--- src/rtl/ixw_pkg.sv ---
package ixw_pkg;
    typedef enum logic [1:0] {
        ST_IDLE = 2'd0,
        ST_FWD  = 2'd1,
        ST_RESP = 2'd2
    } ixw_state_e;
endpackage

--- src/rtl/ixw_decode.sv ---
module ixw_decode #(
    parameter int SLV_AW     = 8,
    parameter int WIN_OFFSET = 32'h20
) (
    input  logic [SLV_AW-1:0] s_addr,
    output logic              hit_idx,
    output logic              hit_dat
);
    localparam logic [SLV_AW-1:0] IDX_ADDR = SLV_AW'(WIN_OFFSET);
    localparam logic [SLV_AW-1:0] DAT_ADDR = SLV_AW'(WIN_OFFSET + 4);

    always_comb begin
        hit_idx = (s_addr == IDX_ADDR);
        hit_dat = (s_addr == DAT_ADDR);
    end
endmodule

--- src/rtl/ixw_index.sv ---
module ixw_index #(
    parameter int TGT_AW   = 12,
    parameter int TGT_SIZE = 4096
) (
    input  logic              clk,
    input  logic              rst_n,
    input  logic              wr_en,
    input  logic [TGT_AW-1:0] wr_val,
    output logic [TGT_AW-1:0] idx
);
    localparam logic [TGT_AW-1:0] KEEP_MASK = TGT_AW'((TGT_SIZE - 1) & ~3);

    logic [TGT_AW-1:0] idx_d, idx_q;

    always_comb begin
        idx_d = idx_q;
        if (wr_en) begin
            idx_d = wr_val & KEEP_MASK;
        end
    end

    always_ff @(posedge clk or negedge rst_n) begin
        if (!rst_n) idx_q <= '0;
        else        idx_q <= idx_d;
    end

    assign idx = idx_q;
endmodule

--- src/rtl/ixw_fsm.sv ---
module ixw_fsm
    import ixw_pkg::*;
#(
    parameter int DATA_W = 32,
    parameter int TGT_AW = 12
) (
    input  logic              clk,
    input  logic              rst_n,
    input  logic              s_req,
    input  logic              s_we,
    input  logic [DATA_W-1:0] s_wdata,
    input  logic              hit_idx,
    input  logic              hit_dat,
    input  logic [TGT_AW-1:0] idx,
    output logic              idx_wr,
    output logic              s_ack,
    output logic [DATA_W-1:0] s_rdata,
    output logic              m_req,
    output logic              m_we,
    output logic [TGT_AW-1:0] m_addr,
    output logic [DATA_W-1:0] m_wdata,
    input  logic [DATA_W-1:0] m_rdata,
    input  logic              m_ack
);
    typedef struct packed {
        ixw_state_e        st;
        logic              we;
        logic [DATA_W-1:0] wdata;
        logic [DATA_W-1:0] rdata;
    } fsm_regs_t;

    fsm_regs_t r_d, r_q;

    always_comb begin
        r_d    = r_q;
        idx_wr = 1'b0;
        case (r_q.st)
            ST_IDLE: begin
                if (s_req) begin
                    if (hit_dat) begin
                        r_d.st    = ST_FWD;
                        r_d.we    = s_we;
                        r_d.wdata = s_wdata;
                    end else begin
                        r_d.st    = ST_RESP;
                        idx_wr    = s_we && hit_idx;
                        r_d.rdata = (!s_we && hit_idx) ? DATA_W'(idx) : '0;
                    end
                end
            end
            ST_FWD: begin
                if (m_ack) begin
                    r_d.st    = ST_RESP;
                    r_d.rdata = r_q.we ? '0 : m_rdata;
                end
            end
            ST_RESP: r_d.st = ST_IDLE;
            default: r_d.st = ST_IDLE;
        endcase
    end

    always_ff @(posedge clk or negedge rst_n) begin
        if (!rst_n) r_q <= '{st: ST_IDLE, we: 1'b0, wdata: '0, rdata: '0};
        else        r_q <= r_d;
    end

    assign s_ack   = (r_q.st == ST_RESP);
    assign s_rdata = r_q.rdata;
    assign m_req   = (r_q.st == ST_FWD);
    assign m_we    = r_q.we;
    assign m_addr  = idx;
    assign m_wdata = r_q.wdata;

    // forwarded transfer held stable until the target answers
    assert_fwd_hold_R6: assert property (@(posedge clk) disable iff (!rst_n)
        (m_req && !m_ack) |=> (m_req && $stable(m_addr) && $stable(m_we) && $stable(m_wdata)));

    // no completion to the I/O side while the target is busy
    assert_no_early_ack_R6: assert property (@(posedge clk) disable iff (!rst_n)
        m_req |-> !s_ack);

    // request withdrawn right after the target acknowledges
    assert_single_xfer_R8: assert property (@(posedge clk) disable iff (!rst_n)
        (m_req && m_ack) |=> !m_req);

    // completion is a single-cycle pulse
    assert_ack_pulse_R7: assert property (@(posedge clk) disable iff (!rst_n)
        s_ack |=> !s_ack);

    // a target transfer starts only from a data-word request
    assert_fwd_source_R5: assert property (@(posedge clk) disable iff (!rst_n)
        $rose(m_req) |-> $past(s_req && hit_dat));
endmodule

--- src/rtl/indirect_window.sv ---
module indirect_window #(
    parameter int DATA_W     = 32,
    parameter int SLV_AW     = 8,
    parameter int WIN_OFFSET = 32'h20,
    parameter int TGT_SIZE   = 4096,
    localparam int TGT_AW    = $clog2(TGT_SIZE)
) (
    input  logic              clk,
    input  logic              rst_n,
    input  logic              s_req,
    input  logic              s_we,
    input  logic [SLV_AW-1:0] s_addr,
    input  logic [DATA_W-1:0] s_wdata,
    output logic              s_ack,
    output logic [DATA_W-1:0] s_rdata,
    output logic              m_req,
    output logic              m_we,
    output logic [TGT_AW-1:0] m_addr,
    output logic [DATA_W-1:0] m_wdata,
    input  logic [DATA_W-1:0] m_rdata,
    input  logic              m_ack
);
    logic              hit_idx, hit_dat, idx_wr;
    logic [TGT_AW-1:0] idx;

    ixw_decode #(.SLV_AW(SLV_AW), .WIN_OFFSET(WIN_OFFSET)) u_decode (
        .s_addr (s_addr),
        .hit_idx(hit_idx),
        .hit_dat(hit_dat)
    );

    ixw_index #(.TGT_AW(TGT_AW), .TGT_SIZE(TGT_SIZE)) u_index (
        .clk   (clk),
        .rst_n (rst_n),
        .wr_en (idx_wr),
        .wr_val(s_wdata[TGT_AW-1:0]),
        .idx   (idx)
    );

    ixw_fsm #(.DATA_W(DATA_W), .TGT_AW(TGT_AW)) u_fsm (
        .clk    (clk),
        .rst_n  (rst_n),
        .s_req  (s_req),
        .s_we   (s_we),
        .s_wdata(s_wdata),
        .hit_idx(hit_idx),
        .hit_dat(hit_dat),
        .idx    (idx),
        .idx_wr (idx_wr),
        .s_ack  (s_ack),
        .s_rdata(s_rdata),
        .m_req  (m_req),
        .m_we   (m_we),
        .m_addr (m_addr),
        .m_wdata(m_wdata),
        .m_rdata(m_rdata),
        .m_ack  (m_ack)
    );
endmodule

--- config.mk ---
export PLATFORM = sky130hd
export DESIGN_NAME = indirect_window
export DESIGN_NICKNAME = d
export VERILOG_FILES = /design/src/rtl/ixw_pkg.sv /design/src/rtl/ixw_decode.sv /design/src/rtl/ixw_index.sv /design/src/rtl/ixw_fsm.sv /design/src/rtl/indirect_window.sv
export SDC_FILE = /design/constraint.sdc
export NUM_CORES = 1
export LEC_CHECK = 0
export BUFFER_PORTS_ARGS = -buffer_cell sky130_fd_sc_hd__buf_2
export CAP_MARGIN = 20
export CELL_PAD_IN_SITES_DETAIL_PLACEMENT = 1
export CELL_PAD_IN_SITES_GLOBAL_PLACEMENT = 2
export CORE_MARGIN = 2
export CORE_UTILIZATION = 33
export CTS_BUF_LIST = sky130_fd_sc_hd__clkbuf_4 sky130_fd_sc_hd__clkbuf_8
export DETAILED_ROUTE_END_ITERATION = 7
export GPL_TIMING_DRIVEN = 0
export PLACE_DENSITY_LB_ADDON = 0.25
export REMOVE_ABC_BUFFERS = 1
export SLEW_MARGIN = 0
export SYNTH_ARGS = -nofsm -noshare
export SYNTH_HDL_FRONTEND = slang
export SYNTH_SLANG_ARGS = --single-unit
--- constraint.sdc ---
create_clock -name clk -period 5.2 [get_ports clk]
set_clock_uncertainty 0.2 [all_clocks]
set_input_delay 1.04 -clock clk [delete_from_list [all_inputs] [get_ports clk]]
set_output_delay 1.04 -clock clk [all_outputs]
set_load 0.05 [all_outputs]
==> impl_metrics.ini, run 1 <==
[drt]
drt_iter0_markers = 28
ant_nets = 0
routed_wirelength_um = 8320
dr.pass1.iters = 4
num_vias = 2399
wire_per_inst_um = 15.5
drc = 0
via_per_inst = 4.47

[layout]
drive_gt1_frac = 0.584
diodes = 0
nets = 469
area_growth_pct = 17.7
post-route-util = 0.401
fill_cells = 1235

[timing]
period_minus_slack_ps = 3000
drv_slew = 0
rsz0062_at_grt = no
max_clock_freq_mhz = 333
worst_pin_slew_ps = 856
fin_setup_tns_ps = 0
setup_viol_count_final = 0
relSlewSlack = 0.428
finalCritPeriodShare = 0.578
hold_viol_final = 0

[logic_synthesis]
synth_edf_count = 0
seq_area_frac_synth = 0.517
synth_area_mm2 = 0.00373
synth_most_common_cell = dfrtp_1
syn_inst = 301
ys_ff_latch = 77
netlist.area_leader.share = 0.517
ys_dominant_reg_cell = dfrtp_1
synth_top_cell_by_area = dfrtp_1
ys_async_sr_fraction = 1.00
synth_warnings = 0
avgSynthCellArea_um2 = 12.4
ys_types = 24
synth_common_cells = dfrtp_1, buf_4, mux2_2
netlist_top_cells_area = dfrtp_1, mux2_2, buf_4, mux2i_1, inv_1

[floorplan]
die_x_um = 110
initial_core_util = 0.341
fp.dieH_um = 110
io_pins = 156
fp-row-count = 38
die_area_mm2 = 0.0122
core-area_mm2 = 0.0109

[cts]
clk_latency_ps = 340
postCtsSetupBuffers = 0
ctsResizeCount = 0
cts_root_buf = clkbuf_8
cts_tree = built
cts.sinks = 77
clk_path_buf_depth = 2
htreeDepth = 3
holdBufCountCts = 0
cts_inserted_buffers = 9
clk_pin_slew_worst_paths_ps = 80

[power_and_ir_drop]
power.share.clock = 0.402
p_leak_nw = 2.52
power_switching_mw = 0.315
comb_power_share = 0.108
ir_worst_vdd_mv = 0.123
power_mw = 1.26
seq_power_share = 0.490
p_sw_frac = 0.251
p_int_mw = 0.941
power_density_mw_per_mm2 = 286

[min_path]
hp-class = register to register

[setup_path]
required_ps = 5230
critPathLaunchType = input port
worst_ep_arrival_time_ps = 3030
end_kind = register
crit_fanout = 19
criticalPathCategory = input port to register

[grt]
grt_pass1_wl_um = 13200
antenna_found_initial = 0
grt_max_degree = 45
grt_overflow = 0
grtUsageTotal = 0.144
grt_pass1_vias = 2657

[run]
cap_violations = 0

[placed_design]
hpwlAfterDp_um = 6080
port_buffers = 153
gp_congestion = 0.690

[status]
status = complete, no violations
[flip-flops by register name, summed over array words and instances, names as in the netlist]
signal	flops
u_index.idx	10
u_fsm.r_q	2
u_fsm.m_we	1
u_fsm.s_rdata	32
u_fsm.m_wdata	32
[critical path, stage by stage]
cell and delay (ps):
buf_2 100, or4b_4 580, nor4_1 240, or3_2 470, buf_12 250, mux2_2 350
[path summary, 6_finish.rpt]
check | slack, ps | cells after the start | start | to
hold reg to reg | 300 | 1 | u_fsm.s_rdata[7]$_DFFE_PN0P_ | u_fsm.s_rdata[7]$_DFFE_PN0P_
hold / removal | 300 | 1 | u_fsm.s_rdata[7]$_DFFE_PN0P_ | u_fsm.s_rdata[7]$_DFFE_PN0P_
min in group asynchronous | 440 | 1 | rst_n | u_fsm.s_rdata[27]$_DFFE_PN0P_
setup / recovery | 2200 | 6 | s_addr[7] | u_fsm.s_rdata[6]$_DFFE_PN0P_
max in group asynchronous | 3780 | 2 | rst_n | u_fsm.s_rdata[9]$_DFFE_PN0P_
setup reg to reg | 3010 | 4 | u_fsm.r_q[65]$_DFFE_PN0P_ | u_fsm.s_rdata[6]$_DFFE_PN0P_
[layout by cell type, fill, tap and decap left out, types with 2 or more instances in the layout]
master,instances
nor4_4,2
bufinv_16,2
buf_2,152
mux2i_1,23
clkbuf_8,10
mux2_2,52
conb_1,2
a22o_1,10
inv_1,25
dfrtp_1,77
nand2b_1,2
nand2_1,22
clkinv_2,2
[cell type report]
class	count	area, um^2	share of cell area
flip-flops and latches	77	1930	0.439
multi-input cells	124	1150	0.262
repair buffers	155	816	0.186
well taps	140	175	0.0399
clock buffers	10	138	0.0314
inverters	25	93.8	0.0214
clock inverters	6	86.3	0.0197
[power groups by stage]
stage	registers (mW)	logic, mW	clock network, mW
floorplan	0.667	0.0336	0
global placement	0.627	0.134	0
detailed placement	0.628	0.139	0
CTS	0.616	0.139	0.535
global route	0.618	0.147	0.553
finish	0.616	0.136	0.505
[metal layers]
metal | track usage | wire length [um]
met1 | 0.162 | 3400
met2 | 0.237 | 3810
met3 | 0.0723 | 985
met4 | 0.0482 | 116
met5 | 0 | 0
[through the flow]
stage	instances	area (um^2)	setup slack, ps	hold slack, ps
after floorplan	226	3160	1650	374
final	537	4390	2200	303
after global routing	537	4390	2060	320
after CTS	537	4390	2200	308
after detailed placement	521	4160	1800	288
after global placement	519	4100	972	283
[cells by family after synthesis]
| family | count (synthesis) | synth area share |
|---|---|---|
| AO/OA/AOI/OAI | 11 | 0.0248 |
| buffers and inverters | 101 | 0.178 |
| other | 1 | 0.00101 |
| multiplexers | 76 | 0.223 |
| AND/OR/NAND/NOR | 35 | 0.0564 |
| flip-flops | 77 | 0.517 |
Note: power is estimated with default switching activity, not from simulation.
==> run 2, diff against run 1 <==
- CORE_UTILIZATION: 33 -> 31
- clock period: 5.2 -> 3.08 ns (I/O delays scaled with it)
==> run 2 against run 1 <==
Total power grew 56%. Critical path depth is the same. First-iteration DRC count grew 100%. Sequential cell count is the same. Non-clock buffer count is the same. Worst hold slack lost 270 ps. Sequential share of layout area grew 0.55 points. Critical endpoint is now u_fsm.s_rdata[10]$_DFFE_PN0P_.
==> impl_metrics.ini, run 2 (same netlist as run 1, synthesis figures left out) <==
[timing]
finalWorstSetupSlack_ps = 562
hold_ws_ps = 37.1
relSlewSlack = 0.440
period_minus_slack_ps = 2520
hold_viol_final = 0
worst_pin_slew_ps = 838
setup_viol_count_final = 0
drv_slew = 0
max_clock_freq_mhz = 397
fin_setup_tns_ps = 0
finalCritPeriodShare = 0.817
rsz0062_at_grt = no

[drt]
dr.pass1.iters = 4
via_per_inst = 4.40
drc = 0
num_vias = 2385
wire_per_inst_um = 15.8
ant_nets = 0
drt_iter0_markers = 56
routed_wirelength_um = 8570

[layout]
final_cell_mix = buf_2, dfrtp_1, mux2_2, inv_1, mux2i_1
nets = 469
multi_input_area_mm2 = 0.00115
post-route-util = 0.365
area_growth_pct = 16.3
diodes = 0
seq_area_mm2 = 0.00193
drive_gt1_frac = 0.582
final_common_cell = buf_2
fill_cells = 1347

[grt]
antenna_found_initial = 0
grt_pass1_wl_um = 13700
grt_max_degree = 40
grt_overflow = 0
grtUsageTotal = 0.140
grt_pass1_vias = 2633

[placed_design]
hpwlAfterDp_um = 6100
gp_congestion = 0.710
port_buffers = 153
place_ws_ps = 169

[floorplan]
io_pins = 156
fp.dieH_um = 114
die_x_um = 114
fp-row-count = 40
die_area_mm2 = 0.0129
initial_core_util = 0.314
core-area_mm2 = 0.0119

[cts]
holdBufCountCts = 0
cts_root_buf = clkbuf_8
htreeDepth = 3
cts.sinks = 77
clk_latency_ps = 350
cts_inserted_buffers = 9
postCtsSetupBuffers = 0
clk_path_buf_depth = 2
cts_tree = built
ctsResizeCount = 0
clk_pin_slew_worst_paths_ps = 80

[setup_path]
end_kind = register
criticalPathCategory = input port to register
crit_fanout = 21
critPathLaunchType = input port
crit_start = s_addr[7]
r2r-start = u_fsm.r_q[65]$_DFFE_PN0P_
worst_ep_arrival_time_ps = 2560
required_ps = 3120

[min_path]
hp-class = input port to async pin

[status]
status = complete, no violations

[run]
cap_violations = 0

[power_and_ir_drop]
ir_worst_vdd_mv = 0.223
p_leak_nw = 2.50
power_density_mw_per_mm2 = 453
==> run 2: changes by cell type in the layout (fill, tap and decap cells not counted), sizes merged <==
cell / before / now
clkinvlp: 1 / 0
clkinv: 3 / 2
bufinv: 2 / 0
clkbuf: 10 / 12
==> run 2: area by class of cell <==
class,instances,share of cell area
multi-input cells,124,0.265
inverters,25,0.0217
clock buffers,12,0.0367
clock inverters,2,0.00231
well taps,147,0.0425
repair buffers,155,0.187
flip-flops and latches,77,0.445
==> run 2: where the power goes <==
group	total, mW	internal, mW	leakage [nW]	switching [mW]
Combinational	0.228	0.0816	1.33	0.146
Sequential	1.04	1.03	1.07	0.0107
Clock	0.696	0.335	0.0915	0.361
Total	1.96	1.45	2.50	0.518
==> run 2: worst paths after layout <==
| check | end | slack (ps) | cells after the start |
|---|---|---|---|
| hold reg to reg | u_fsm.m_wdata[5]$_DFFE_PN0P_ | 300 | 1 |
| min in group clk | u_fsm.r_q[65]$_DFFE_PN0P_ | 280 | 2 |
| setup reg to reg | u_fsm.s_rdata[10]$_DFFE_PN0P_ | 900 | 4 |
| max in group asynchronous | u_fsm.m_wdata[23]$_DFFE_PN0P_ | 2040 | 2 |
| setup / recovery | u_fsm.s_rdata[10]$_DFFE_PN0P_ | 560 | 6 |
| hold / removal | u_fsm.s_rdata[21]$_DFFE_PN0P_ | 40 | 1 |
==> run 2: layer usage <==
layer	share of wire	up-vias	routed length [um]	global-route usage
li1	-	1101	-	-
met1	0.43	1162	3660	0.170
met2	0.46	111	3910	0.220
met3	0.098	11	840	0.0531
met4	0.019	0	160	0.0634
met5	0	-	0	0
==> run 2: worst max-delay path: stages <==
cell	delay [ps]
buf_2	100
or4b_4	580
nor4_1	230
or3_2	420
buf_12	250
mux2_2	350
==> run 2: through the flow <==
stage	std cells	area, um^2	total power [mW]
floorplan	226	3160	1.18
global placement	526	4110	1.28
detailed placement	528	4160	1.29
CTS	542	4330	2.01
global route	542	4330	2.07
finish	542	4330	1.96
